==> config.mk <==
export PLATFORM = sky130hd
export DESIGN_NAME = fsub_link
export DESIGN_NICKNAME = d
export VERILOG_FILES = /design/src/rtl/fsl_pkg.sv /design/src/rtl/fsl_timebase.sv /design/src/rtl/fsl_tx.sv /design/src/rtl/fsl_rx.sv /design/src/rtl/fsub_link.sv
export SDC_FILE = /design/constraint.sdc
export NUM_CORES = 1
export LEC_CHECK = 0
export ABC_AREA = 1
export BUFFER_PORTS_ARGS = -buffer_cell sky130_fd_sc_hd__clkbuf_2
export CORE_ASPECT_RATIO = 2
export CORE_MARGIN = 8
export CORE_UTILIZATION = 55
export CTS_BUF_LIST = sky130_fd_sc_hd__clkbuf_8
export CTS_CLUSTER_SIZE = 28
export DETAILED_ROUTE_END_ITERATION = 12
export GPL_ROUTABILITY_DRIVEN = 0
export PLACE_DENSITY = 0.79
export SYNTH_ARGS = -nofsm -noshare
export SYNTH_HDL_FRONTEND = slang
export SYNTH_SLANG_ARGS = --single-unit
==> constraint.sdc <==
create_clock -name clk -period 3.48 [get_ports clk]
set_input_delay 0.696 -clock clk [delete_from_list [all_inputs] [get_ports clk]]
set_output_delay 0.696 -clock clk [all_outputs]
set_load 0.02 [all_outputs]
==> src/rtl/fsl_pkg.sv <==
package fsl_pkg;
   typedef enum logic {
      CH_LEFT  = 1'b0,
      CH_RIGHT = 1'b1
   } chan_e;

   typedef struct packed {
      logic rise;
      logic fall;
   } bclk_evt_s;
endpackage

==> src/rtl/fsl_timebase.sv <==
module fsl_timebase
   import fsl_pkg::*;
#(
   parameter int DIV_HALF   = 2,
   parameter int SLOTS_HALF = 32,
   parameter int BANDS      = 32,
   localparam int POS_W     = $clog2(2 * SLOTS_HALF),
   localparam int BAND_W    = $clog2(BANDS)
) (
   input  logic              clk,
   input  logic              rst_n,
   output bclk_evt_s         evt,
   output logic              bclk,
   output logic [POS_W-1:0]  pos,
   output logic [POS_W-1:0]  pos_nxt,
   output logic [BAND_W-1:0] band
);
   localparam logic [POS_W-1:0]  POS_LAST  = POS_W'(2 * SLOTS_HALF - 1);
   localparam logic [BAND_W-1:0] BAND_LAST = BAND_W'(BANDS - 1);

   logic edge_now;
   logic bclk_q;
   logic [POS_W-1:0]  pos_q;
   logic [BAND_W-1:0] band_q;

   generate
      if (DIV_HALF == 1) begin : g_div_direct
         assign edge_now = 1'b1;
      end else begin : g_div_count
         localparam int DW = $clog2(DIV_HALF);
         localparam logic [DW-1:0] DIV_LAST = DW'(DIV_HALF - 1);
         logic [DW-1:0] div_q;
         always_ff @(posedge clk or negedge rst_n) begin
            if (!rst_n)                div_q <= '0;
            else if (div_q == DIV_LAST) div_q <= '0;
            else                       div_q <= div_q + 1'b1;
         end
         assign edge_now = (div_q == DIV_LAST);
      end
   endgenerate

   assign evt.rise = edge_now & ~bclk_q;
   assign evt.fall = edge_now &  bclk_q;
   assign pos_nxt  = (pos_q == POS_LAST) ? '0 : pos_q + 1'b1;

   always_ff @(posedge clk or negedge rst_n) begin
      if (!rst_n) begin
         bclk_q <= 1'b0;
         pos_q  <= '0;
         band_q <= '0;
      end else begin
         if (edge_now) bclk_q <= ~bclk_q;
         if (evt.fall) begin
            pos_q <= pos_nxt;
            if (pos_q == POS_LAST)
               band_q <= (band_q == BAND_LAST) ? '0 : band_q + 1'b1;
         end
      end
   end

   assign bclk = bclk_q;
   assign pos  = pos_q;
   assign band = band_q;
endmodule

==> src/rtl/fsl_tx.sv <==
module fsl_tx #(
   parameter int WORD_W     = 24,
   parameter int SLOTS_HALF = 32,
   localparam int HW        = $clog2(SLOTS_HALF)
) (
   input  logic              clk,
   input  logic              rst_n,
   input  logic              fall,
   input  logic              dir_tx,
   input  logic [HW-1:0]     nxt_h,
   input  logic [WORD_W-1:0] word,
   output logic              take,
   output logic              sd,
   output logic              oe
);
   localparam logic [HW-1:0] FIRST_SLOT = HW'(1);
   localparam logic [HW-1:0] LAST_SLOT  = HW'(WORD_W);

   logic [WORD_W-1:0] sr_q;
   logic sd_q, oe_q, take_q;
   logic in_word;

   assign in_word = (nxt_h >= FIRST_SLOT) && (nxt_h <= LAST_SLOT);

   always_ff @(posedge clk or negedge rst_n) begin
      if (!rst_n) begin
         sr_q   <= '0;
         sd_q   <= 1'b0;
         oe_q   <= 1'b0;
         take_q <= 1'b0;
      end else begin
         take_q <= fall && dir_tx && (nxt_h == FIRST_SLOT);
         if (fall) begin
            oe_q <= dir_tx;
            if (nxt_h == FIRST_SLOT) begin
               sr_q <= word;
               sd_q <= dir_tx & word[WORD_W-1];
            end else if (in_word) begin
               sr_q <= {sr_q[WORD_W-2:0], 1'b0};
               sd_q <= dir_tx & sr_q[WORD_W-2];
            end else begin
               sd_q <= 1'b0;
            end
         end
      end
   end

   assign take = take_q;
   assign sd   = sd_q;
   assign oe   = oe_q;
endmodule

==> src/rtl/fsl_rx.sv <==
module fsl_rx
   import fsl_pkg::*;
#(
   parameter int WORD_W     = 24,
   parameter int SLOTS_HALF = 32,
   localparam int HW        = $clog2(SLOTS_HALF)
) (
   input  logic              clk,
   input  logic              rst_n,
   input  logic              rise,
   input  logic              fall,
   input  logic              dir_tx,
   input  logic [HW-1:0]     cur_h,
   input  chan_e             cur_chan,
   input  logic              sd,
   output logic              valid,
   output chan_e             chan,
   output logic [WORD_W-1:0] word
);
   localparam logic [HW-1:0] FIRST_SLOT = HW'(1);
   localparam logic [HW-1:0] LAST_SLOT  = HW'(WORD_W);
   localparam logic [HW-1:0] END_SLOT   = HW'(SLOTS_HALF - 1);

   logic [WORD_W-1:0] sr_q, word_q;
   logic  valid_q;
   chan_e chan_q;

   always_ff @(posedge clk or negedge rst_n) begin
      if (!rst_n) begin
         sr_q    <= '0;
         word_q  <= '0;
         valid_q <= 1'b0;
         chan_q  <= CH_LEFT;
      end else begin
         valid_q <= 1'b0;
         if (rise && (cur_h >= FIRST_SLOT) && (cur_h <= LAST_SLOT))
            sr_q <= {sr_q[WORD_W-2:0], sd};
         if (fall && (cur_h == END_SLOT) && !dir_tx) begin
            valid_q <= 1'b1;
            word_q  <= sr_q;
            chan_q  <= cur_chan;
         end
      end
   end

   assign valid = valid_q;
   assign chan  = chan_q;
   assign word  = word_q;
endmodule

==> src/rtl/fsub_link.sv <==
module fsub_link
   import fsl_pkg::*;
#(
   parameter int WORD_W     = 24,
   parameter int SLOTS_HALF = 32,
   parameter int BANDS      = 32,
   parameter int DIV_HALF   = 2
) (
   input  logic              clk,
   input  logic              rst_n,
   input  logic              tx_dir,
   input  logic [WORD_W-1:0] tx_word,
   output logic              tx_take,
   output logic [WORD_W-1:0] rx_word,
   output logic              rx_valid,
   output logic              rx_chan,
   output logic              bclk,
   output logic              ws,
   output logic              fsync,
   output logic              sd_out,
   output logic              sd_oe,
   input  logic              sd_in
);
   localparam int POS_W  = $clog2(2 * SLOTS_HALF);
   localparam int HW     = $clog2(SLOTS_HALF);
   localparam int BAND_W = $clog2(BANDS);

   generate
      if (WORD_W < 2 || WORD_W > SLOTS_HALF - 1) begin : g_bad_word
         $error("WORD_W must be in 2..SLOTS_HALF-1");
      end
      if (SLOTS_HALF < 2 || (1 << HW) != SLOTS_HALF) begin : g_bad_slots
         $error("SLOTS_HALF must be a power of two, at least 2");
      end
      if (BANDS < 2) begin : g_bad_bands
         $error("BANDS must be at least 2");
      end
      if (DIV_HALF < 1) begin : g_bad_div
         $error("DIV_HALF must be at least 1");
      end
   endgenerate

   bclk_evt_s         evt;
   logic [POS_W-1:0]  pos, pos_nxt;
   logic [BAND_W-1:0] band;
   chan_e             rx_chan_e;
   chan_e             cur_chan;

   fsl_timebase #(
      .DIV_HALF  (DIV_HALF),
      .SLOTS_HALF(SLOTS_HALF),
      .BANDS     (BANDS)
   ) u_tb (
      .clk    (clk),
      .rst_n  (rst_n),
      .evt    (evt),
      .bclk   (bclk),
      .pos    (pos),
      .pos_nxt(pos_nxt),
      .band   (band)
   );

   assign cur_chan = chan_e'(pos[POS_W-1]);

   fsl_tx #(
      .WORD_W    (WORD_W),
      .SLOTS_HALF(SLOTS_HALF)
   ) u_tx (
      .clk   (clk),
      .rst_n (rst_n),
      .fall  (evt.fall),
      .dir_tx(tx_dir),
      .nxt_h (pos_nxt[HW-1:0]),
      .word  (tx_word),
      .take  (tx_take),
      .sd    (sd_out),
      .oe    (sd_oe)
   );

   fsl_rx #(
      .WORD_W    (WORD_W),
      .SLOTS_HALF(SLOTS_HALF)
   ) u_rx (
      .clk     (clk),
      .rst_n   (rst_n),
      .rise    (evt.rise),
      .fall    (evt.fall),
      .dir_tx  (tx_dir),
      .cur_h   (pos[HW-1:0]),
      .cur_chan(cur_chan),
      .sd      (sd_in),
      .valid   (rx_valid),
      .chan    (rx_chan_e),
      .word    (rx_word)
   );

   assign rx_chan = rx_chan_e;
   assign ws      = pos[POS_W-1];
   assign fsync   = (band == '0);
endmodule

==> results.md <==
- Once routing completed, OpenROAD measured the worst setup slack at around 1 ns.
- The post-cts repair resize count is 0.
- The flow ran to the end, and the final reports show no timing, DRC or antenna violations.
- The minimum clock period is approximately 2.5 ns.
- The sum of negative setup slack is 0 ns.
- The number of failing hold endpoints at the final stage is 0.
- The worst hold-check path type is primary input to async pin.
- The worst clock skew on the final layout is between 0.007 and 0.008 ns.
- The peak clock frequency supported by timing is 408 MHz.
- At the placement stage, the worst setup path has a slack of 1.03 ns.
- The proportion of layout cells with a drive suffix above 1 is 0.193.
- The sequential share of the synthesized area is 0.531.
- In the final routing, the length of wire on met1 measures 3720 um.
- The floorplan step set the die width to a little under 80 um.
- The depth of the most critical reg-to-reg path is 10.
- The setup slack of the most critical reg-to-reg path is between 1 and 1.5 ns.
- The routed wirelength normalized by instance count is between 10 and 15 um.
- The master cell of the clock root buffer is sky130_fd_sc_hd__clkbuf_8.
- Dividing total power by cell area gives a power density of 381 mW/mm^2.
- The delay of the slowest cell on the worst path is 0.51 ns.
- Input and output buffers added on the ports amount to 59.
- The endpoint of the lowest-slack register-to-register path is u_tx.sr_q[7].
- The summed instance area of the synthesized netlist is around 0.0042 sq mm.
- The first detailed-routing pass took 4 iterations.
- Summing all multi-input logic gate instances after layout gives approximately 0.0016 sq mm.
- The floorplan die area is 0.0108 sq mm.
- The number of antenna violations at the first check in global routing is 0.
- The critical path buffer and inverter count is 0.
- Of the available clock period, the critical path in the final layout requires 0.705.
- Setup violations remaining at the end of the flow were counted as 0.
- The total of fill cells in the finished design is 690.
- The largest net degree at the start of global routing is ~50.
- The violation count after the first detailed-routing iteration is 180.
- After global routing the overflow that remains totals 0.
- The slew at the pin closest to its max-slew limit is 0.665 ns.
- The via count of the first global-routing pass is between 3000 and 4000.
- The maximum net fanout on the critical path is 26.
- In this run the vertical extent of the chip is 139 um.
- The cell row count is 45.
- The count of pins on the block boundary is 60.
- The analysis attributes to cell leakage a power of around 0.0024 uW.
- The total number of vias is ~3200.
- The average instance in the mapped netlist occupies approximately 8.7 sq um.
- TritonCTS built the clock tree.
- The worst pin sits at a relative slew slack of 0.556.
- The longest clock path from root to sink contains 2 buffers.
- By startpoint and endpoint, the worst setup path is classified as flip-flop to flip-flop.
- The number of sinks on the clock net is 89.
- The level count of the clock H-tree is 3.
- The max-cap check violation count is 0.
- Clock latency on the worst-skew pair, taken at its later pin, is approximately 0.36 ns.
- On the critical path, the stage with the largest delay is an instance of sky130_fd_sc_hd__nor2_4.
- For this configuration, the core starts out at a cell density of 0.560.
- In this design, the largest share of critical-path delay is due to simple AND/OR/NAND/NOR gates.
- The relative area change from synthesis to final layout is 10.7%.
- The maximum vdd drop is approximately 320 uV.
- At the end of the flow the core is filled with cells to 0.620.
- Once placement completed, the tool counted placed cells totaling just over 600.
- The worst flop-to-flop path startpoint is u_tb.pos[0].
- After clock tree synthesis, the flow added hold-fix buffers numbering 0.
- The highest routed metal layer is met4.
- The yosys synthesis warning count is 0.
- The routed design uses ~3700 um of met2 wire.
- In the global route stage, overall resource usage came out at 0.160.
- The final layout contains around 570 nets.
- The average via count per standard cell is between 5 and 6.
- The non-filler instance count after layout is around 630.
- At the worst endpoint, the arrival time is 2.75 ns.
- Counting every net in the synthesized netlist gives ~520.
- After detailed routing, the number of remaining DRC violations is 0.
- The kind of end point of the critical path is a flip-flop.
- The worst setup path is launched from a flip-flop.
- The total count of max-transition violations in the final report came to 0.
- Setup repair after global routing left no endpoint under its margin.
- Synthesis inferred between 80 and 90 register bits.
- The final wirelength is approximately 8000 um.
- The detail route stage leaves a number of antenna-violating nets equal to 0.
- The critical path required time is between 3 and 4 ns.
- Synthesis produced a netlist whose cell count is 482.
- The clock transition time at the flip-flop clock pins of the worst setup and hold paths is ~0.080 ns.
- The number of diodes is 0.
- Walking the worst path, the cells encountered are ha_1, nand2_2, nor2_1, ha_1, nand2_4, nand2_2, nor2_4, nor2_4, nand3_1, nand2_1.
- The count of different cell masters after synthesis is 29.
- Detailed routing placed a total of roughly 450 um of wire on met3.
- The footprint of the flip-flops and latches is 0.00223 sq mm.
- In this run the standard cell core region covers 0.00749 sq mm.
- TritonCTS created 9 clock buffers.
- The total setup buffers inserted after CTS is 0.
- The wire length of the first global-routing pass is ~14000 um.
- Once detailed placement completed, the half-perimeter wirelength came to roughly 5400 um.
## state kept, by name, summed over array words and instances, names as in the netlist
name / count
u_rx.sr_q: 24
u_rx.word: 24
u_tx.sr_q: 23
u_tb.pos: 6
u_tb.band: 5
u_rx.chan: 1
u_rx.valid: 1
u_tb.bclk: 1
u_tb.edge_now: 1
u_tx.oe: 1
u_tx.sd: 1
u_tx.take: 1
## cell families after synthesis
| family | Yosys count | synth area share |
|---|---|---|
| buffers and inverters | 70 | 0.0782 |
| xor gates and xnor gates | 2 | 0.00418 |
| adders and majority gates | 8 | 0.0239 |
| DFF | 89 | 0.531 |
| AOI/OAI and AO/OA | 62 | 0.0746 |
| and+or+nand+nor | 251 | 0.288 |
## layout by cell type (no fill, tap or decap), types with 4 or more instances in the layout
master / instances
sky130_fd_sc_hd__nand4_1: 25
sky130_fd_sc_hd__nand2_1: 165
sky130_fd_sc_hd__nand3_1: 18
sky130_fd_sc_hd__nor2_1: 13
sky130_fd_sc_hd__clkbuf_2: 58
sky130_fd_sc_hd__clkbuf_8: 9
sky130_fd_sc_hd__nand3_2: 12
sky130_fd_sc_hd__ha_1: 8
sky130_fd_sc_hd__nand2_2: 4
sky130_fd_sc_hd__buf_4: 4
sky130_fd_sc_hd__dfrtp_1: 89
sky130_fd_sc_hd__o21ai_0: 54
sky130_fd_sc_hd__inv_1: 44
sky130_fd_sc_hd__a21oi_1: 5
sky130_fd_sc_hd__nor2_4: 5
## metrics by stage
step | total power (uW) | hold WS [ns] | cell area [sq um]
floorplan | 1150 | 0.400 | 4190
global placement | 1210 | 0.459 | 4490
detailed placement | 1210 | 0.466 | 4490
CTS | 1790 | 0.315 | 4640
global route | 1840 | 0.337 | 4640
finish | 1770 | 0.309 | 4640
## cell usage after synthesis
library cell	n	area, sq um
sky130_fd_sc_hd__clkbuf_1	6	22.5
sky130_fd_sc_hd__inv_2	1	3.75
sky130_fd_sc_hd__nor4_1	1	6.26
sky130_fd_sc_hd__nor3_1	1	5.00
sky130_fd_sc_hd__nor2_1	13	48.8
sky130_fd_sc_hd__nor2_4	5	56.3
sky130_fd_sc_hd__nand4_1	25	156
sky130_fd_sc_hd__a21oi_1	5	25.0
sky130_fd_sc_hd__nand3_2	12	120
sky130_fd_sc_hd__nand2_1	165	619
sky130_fd_sc_hd__nor2_2	1	6.26
sky130_fd_sc_hd__nor3_2	1	10.0
sky130_fd_sc_hd__nand2_2	4	25.0
sky130_fd_sc_hd__a21boi_0	1	7.51
sky130_fd_sc_hd__inv_1	43	161
sky130_fd_sc_hd__nand3b_1	1	7.51
sky130_fd_sc_hd__o21ai_0	54	270
sky130_fd_sc_hd__buf_2	10	50.1
sky130_fd_sc_hd__xor2_1	2	17.5
sky130_fd_sc_hd__nand3_1	18	90.1
sky130_fd_sc_hd__nand3_4	2	35.0
sky130_fd_sc_hd__buf_1	1	3.75
sky130_fd_sc_hd__ha_1	8	100
sky130_fd_sc_hd__o21ai_1	2	10.0
sky130_fd_sc_hd__dfrtp_1	89	2230
sky130_fd_sc_hd__buf_6	6	67.6
sky130_fd_sc_hd__clkinv_1	1	3.75
sky130_fd_sc_hd__nand2_4	2	22.5
sky130_fd_sc_hd__buf_4	2	15.0
## per-layer routing
layer | GRT usage | vias to the layer above
met5 | 0 | -
met1 | 0.201 | 1492
met3 | 0.0497 | 12
met2 | 0.246 | 64
li1 | - | 1636
met4 | 0.0701 | 0
## report_power, final
part / total, uW / switching, uW / internal, uW
clock: 581 / 336 / 245
combinational: 107 / 68.5 / 38.6
sequential: 1080 / 16.1 / 1060
## worst max-delay path by stage
stage | cells after the start | slack, ns | endpoint | from
floorplan | 12 | 1.54 | u_tx.sr_q[13] | u_tb.pos[0]
global placement | 10 | 1.15 | u_tx.sr_q[9] | u_tb.pos[0]
detailed placement | 10 | 1.03 | u_tx.sr_q[7] | u_tb.pos[0]
CTS | 10 | 1.02 | u_tx.sr_q[7] | u_tb.pos[0]
global route | 10 | 0.86 | u_tx.sr_q[7] | u_tb.pos[0]
finish | 10 | 1.03 | u_tx.sr_q[7] | u_tb.pos[0]
## cell type report
| cell class | count | area share |
|---|---|---|
| repair buffers | 63 | 0.0733 |
| clock inverters | 4 | 0.00539 |
| multi-input cells | 323 | 0.353 |
| flip-flops and latches | 89 | 0.480 |
| inverters | 45 | 0.0364 |
| well taps | 94 | 0.0253 |
| clock buffers | 9 | 0.0267 |
Power figures use the tool's default switching activity.
